===== src/rtl/lane_pattern_gen.sv =====
module lane_pattern_gen #(
  parameter int W = 16,
  parameter int UWORDS = 4,
  localparam int UIW = $clog2(UWORDS)
) (
  input  logic                  clk,
  input  logic                  rst_n,
  input  logic                  smp_en,
  input  logic [3:0]            mode,
  input  logic [W*UWORDS-1:0]   user_words,
  input  logic [W-1:0]          din,
  output logic [W-1:0]          dout
);

  logic [3:0]   cur_mode;
  logic [W-1:0] cnt, cnt_b, cnt_n, word, pn_word;
  logic [30:0]  pn, pn_b, pn_n;
  logic [4:0]   plen, ptap;
  logic         restart, fb;
  logic [W-1:0] uw [UWORDS];
  logic [UIW-1:0] uidx;

  for (genvar g = 0; g < UWORDS; g++) begin : g_uw
    assign uw[g] = user_words[g*W +: W];
  end

  assign restart = mode != cur_mode;
  assign cnt_b   = restart ? '0 : cnt;
  assign pn_b    = restart ? '1 : pn;
  assign uidx    = cnt_b[UIW-1:0];

  always_comb begin
    plen = 5'd6;
    ptap = 5'd5;
    case (mode)
      4'd3: begin plen = 5'd30; ptap = 5'd27; end
      4'd4: begin plen = 5'd22; ptap = 5'd17; end
      4'd5: begin plen = 5'd14; ptap = 5'd13; end
      4'd6: begin plen = 5'd8;  ptap = 5'd4;  end
      default: ;
    endcase
  end

  always_comb begin
    pn_n    = pn_b;
    pn_word = '0;
    fb      = 1'b0;
    for (int i = 0; i < W; i++) begin
      fb = pn_n[plen] ^ pn_n[ptap];
      pn_n = {pn_n[29:0], fb};
      pn_word[W-1-i] = fb;
    end
  end

  always_comb begin
    cnt_n = cnt_b + 1'b1;
    case (mode)
      4'd1: word = cnt_b[0] ? {W/2{2'b10}} : {W/2{2'b01}};
      4'd2: word = cnt_b[0] ? '0 : '1;
      4'd3, 4'd4, 4'd5, 4'd6, 4'd7: word = pn_word;
      4'd8: word = cnt_b;
      4'd14: word = uw[uidx];
      4'd15: begin
        if (cnt_b < W'(UWORDS)) begin
          word = uw[uidx];
        end else begin
          word  = '0;
          cnt_n = cnt_b;
        end
      end
      default: word = din;
    endcase
  end

  always_ff @(posedge clk or negedge rst_n) begin
    if (!rst_n) begin
      cur_mode <= 4'd0;
      cnt      <= '0;
      pn       <= '1;
      dout     <= '0;
    end else begin
      cur_mode <= mode;
      if (smp_en) begin
        dout <= word;
        cnt  <= cnt_n;
        pn   <= pn_n;
      end else begin
        cnt  <= cnt_b;
        pn   <= pn_b;
      end
    end
  end

  AST_PASS_THRU: assert property (@(posedge clk) disable iff (!rst_n)
    smp_en && mode == 4'd0 |=> dout == $past(din));
  AST_CHECKER_VALUES: assert property (@(posedge clk) disable iff (!rst_n)
    smp_en && mode == 4'd1 |=> (dout == {W/2{2'b01}} || dout == {W/2{2'b10}}));
  AST_TOGGLE_VALUES: assert property (@(posedge clk) disable iff (!rst_n)
    smp_en && mode == 4'd2 |=> (dout == '0 || dout == '1));
  AST_RAMP_RESTART: assert property (@(posedge clk) disable iff (!rst_n)
    smp_en && mode == 4'd8 && cur_mode != 4'd8 |=> dout == '0);
  AST_ONESHOT_DONE: assert property (@(posedge clk) disable iff (!rst_n)
    smp_en && mode == 4'd15 && cur_mode == 4'd15 && cnt == W'(UWORDS) |=> dout == '0);
  AST_HOLD_IDLE: assert property (@(posedge clk) disable iff (!rst_n)
    !smp_en |=> $stable(dout));

endmodule


===== config.mk =====
export PLATFORM = sky130hd
export DESIGN_NAME = lane_pattern_gen
export DESIGN_NICKNAME = d
export VERILOG_FILES = /design/src/rtl/lane_pattern_gen.sv
export SDC_FILE = /design/constraint.sdc
export NUM_CORES = 1
export LEC_CHECK = 0
export ABC_AREA = 1
export BUFFER_PORTS_ARGS = -buffer_cell sky130_fd_sc_hd__buf_2
export CORE_MARGIN = 1.5
export CORE_UTILIZATION = 40
export CTS_CLUSTER_DIAMETER = 60
export CTS_CLUSTER_SIZE = 20
export DETAILED_ROUTE_END_ITERATION = 16
export HOLD_SLACK_MARGIN = 0.02
export PLACE_DENSITY_LB_ADDON = 0.05
export SLEW_MARGIN = 10
export SYNTH_ARGS = -nofsm -noshare
export SYNTH_HDL_FRONTEND = slang
export SYNTH_SLANG_ARGS = --single-unit

===== constraint.sdc =====
create_clock -name clk -period 4.3 [get_ports clk]
set_input_delay 0.86 -clock clk [delete_from_list [all_inputs] [get_ports clk]]
set_output_delay 0.86 -clock clk [all_outputs]
set_load 0.01 [all_outputs]

==> metrics.cfg <==
[sta]
rsz0062_at_grt = true
slew-limit-headroom = 0.4007
setup_violations = 14
timing.final.crit_share = 1.104
timing.fmax_mhz = 210.6
period_minus_slack_ns = 4.748
max_slew.worst_pin.slew_ns = 0.8990
maxSlewViolCount = 0
hold_viol = 0
setup_ws_ns = -0.4475
fin_skew_ns = 0.004367

[worst_hold_path]
worstHoldPathCells = 2
hp-class = reg -> reg

[finish]
syn_to_final_growth_pct = 46.12
nFillCells = 1519
final_nets = 1345
drive_above_1_share = 0.3906
layout.cells.non_filler = 1450
antenna_cells = 0

[synthesis]
seq_area_frac_synth = 0.2770
avgSynthCellArea_um2 = 6.333
post-synth-top-area-fraction = 0.1739
synth_area_mm2 = 0.006193
synthArstFlopShare = 1.000
synth_warnings = 0
ys_ff_latch = 67
synth_edf_count = 0
synth_nets = 1066
ys_types = 55
synth_top_area_cell = nand2_1
synthFlopType = dfrtp_1
ys_top_cells_by_area = nand2_1 (17%), dfrtp_1 (15%), dfstp_2 (13%), o21ai_0 (7.5%), inv_1 (5.7%)
syn_inst = 978

[die]
io-pin-count = 103
die_w_um = 127.4
rows = 45
die_h_um = 127.4
coreArea_mm2 = 0.01515
start_util = 0.4089
die-area_mm2 = 0.01624

[route]
via_per_inst = 5.427
wirelength_um = 27690
drt_iter0_markers = 605
dr.pass1.iters = 5
routedWlPerCell_um = 19.10
antenna_left = 0
drcViolationCount = 0
via_count = 7869

[setup_path]
crit_path_top_delay_cell = or2_1
worst-path-buf-inv = 3
cp.depth = 49
max_stage_delay_ns = 0.25
cpLargestDelayFamily = simple AND/OR/NAND/NOR gates
cp.required_ns = 4.54
r2r_cells = 48
worst_setup_path_start_kind = input pin
path_class = in -> reg
crit_fanout = 7
critPathCaptureType = flop
critical_path_arrival_ns = 4.99
cpMostUsedCell = nand2_2

[clocking]
clk_pin_slew_ns = 0.06
cts_tree = done
clock_path_buffers = 2
cts.sinks = 67
htreeDepth = 3
cts_hold_buf = 0
clock_latency_ns = 0.35
numCtsBuffers = 9
clock-root-buffer = clkbuf_16

[placed_design]
gp_congestion = 1.037
dp.cells = 1420
port_buffers = 102
dpl.hpwl_um = 21510
dp_slack_ns = -0.8496

[grt]
grt_overflow = 0
grt_max_degree = 68
grt_first_pass_wirelength_um = 42050
grt_pass1_vias = 7442
globalRouteTotalUtil = 0.3421
antenna_found_initial = 0

[flow_run]
timing.max_cap.violations = 0

[outcome]
status = complete, but fails checks
violations = negative setup slack

[power]
ir_worst_vdd_mv = 0.1763
power_density_mw_per_mm2 = 267.0
cellLeakagePower_nw = 4.612

-- repair_timing --
action                     CTS  global route
setup endpoints to repair   14            17
cloned                       0             2
setup buffers                3             9
resized for setup           18            83
pin swaps                    8            27
-- final cells by class --
type	instances	area, um^2	area share
clock buffer	11	232.7	0.02572
multi-input combinational	747	4079	0.4507
sequential	67	1715	0.1895
timing repair buffer	322	2317	0.2560
clock inverter	5	30.03	0.003318
tap	188	235.2	0.02599
inverter	110	440.4	0.04867
-- state kept, by name, summed over array words and instances (netlist names) --
signal,cells
dout,16
cur_mode,4
pn,31
cnt,16
-- through the flow --
stage / util / cell area (um^2) / hold slack [ns] / power [mW] / setup TNS, ns
after floorplan: - / 6257 / 0.4698 / 1.195 / -0.5193
after global placement: 0.5484 / 8305 / 0.4658 / 1.638 / -8.812
after detailed placement: 0.5484 / 8305 / 0.4633 / 1.639 / -10.07
after CTS: 0.5710 / 8648 / 0.4850 / 2.336 / -3.024
after global routing: 0.5975 / 9050 / 0.5150 / 2.543 / -9.475
final: 0.5975 / 9050 / 0.4814 / 2.417 / -4.132
-- routing by layer --
layer	wire length, um	global-route usage	share of wire	vias to the layer above
met3	1672	0.05193	0.060	74
li1	-	-	-	3818
met2	13050	0.5762	0.47	341
met1	11650	0.4340	0.42	3636
met5	0	0	0	-
met4	1317	0.1511	0.048	0
-- cell families after synthesis --
family	synth area share
XOR/XNOR	0.02404
adder cells (fa/ha/maj)	0.002020
AND/OR/NAND/NOR	0.3610
flip-flops	0.2770
buffers and inverters	0.1129
AO/OA/AOI/OAI	0.2230
-- Yosys cell counts, types with 5 or more instances --
cell / count
a21oi_1: 70
a221oi_1: 5
a22oi_1: 17
a31oi_1: 8
buf_1: 5
buf_2: 16
buf_4: 8
clkbuf_1: 21
dfrtp_1: 36
dfstp_2: 31
inv_1: 94
inv_2: 13
nand2_1: 287
nand2_2: 12
nand3_1: 65
nand3_2: 7
nand4_1: 20
nor2_1: 58
nor2_4: 7
nor3_1: 9
o2111ai_1: 8
o211ai_1: 7
o21ai_0: 93
o21ai_1: 9
or2_1: 5
xor2_1: 15
-- worst min-delay path, delay by kind of cell, from the launching register on --
family / cells / cell delay (ns)
and+or+nand+nor: 2 / 0.10
DFF: 1 / 0.35
-- power by group --
group          internal (mW)  switching [mW]
clock                  0.387           0.296
combinational          0.425           0.558
sequential             0.714          0.0372
-- final timing paths --
path / startpoint / endpoint / slack [ns]
max: mode[1] / dout[0] / -0.45
min: dout[2] / dout[2] / 0.48
max reg2reg: cur_mode[2] / dout[0] / -0.29
min reg2reg: dout[2] / dout[2] / 0.48
max in group asynchronous: rst_n / dout[2] / 3.00
min in group asynchronous: rst_n / cnt[0] / 0.70
-- placed cells by master, fill, tap and decap left out, drive strengths merged, types with 7 or more instances in the layout --
cell and instances:
a21oi 71, a22oi 17, a31oi 8, buf 320
clkbuf 13, dfrtp 36, dfstp 31, inv 108
nand2 301, nand3 72, nand4 20, nor2 72
nor3 9, o2111ai 8, o211ai 7, o21ai 104
or2 10, xor2 15
Note: power is estimated with default switching activity, not from simulation.
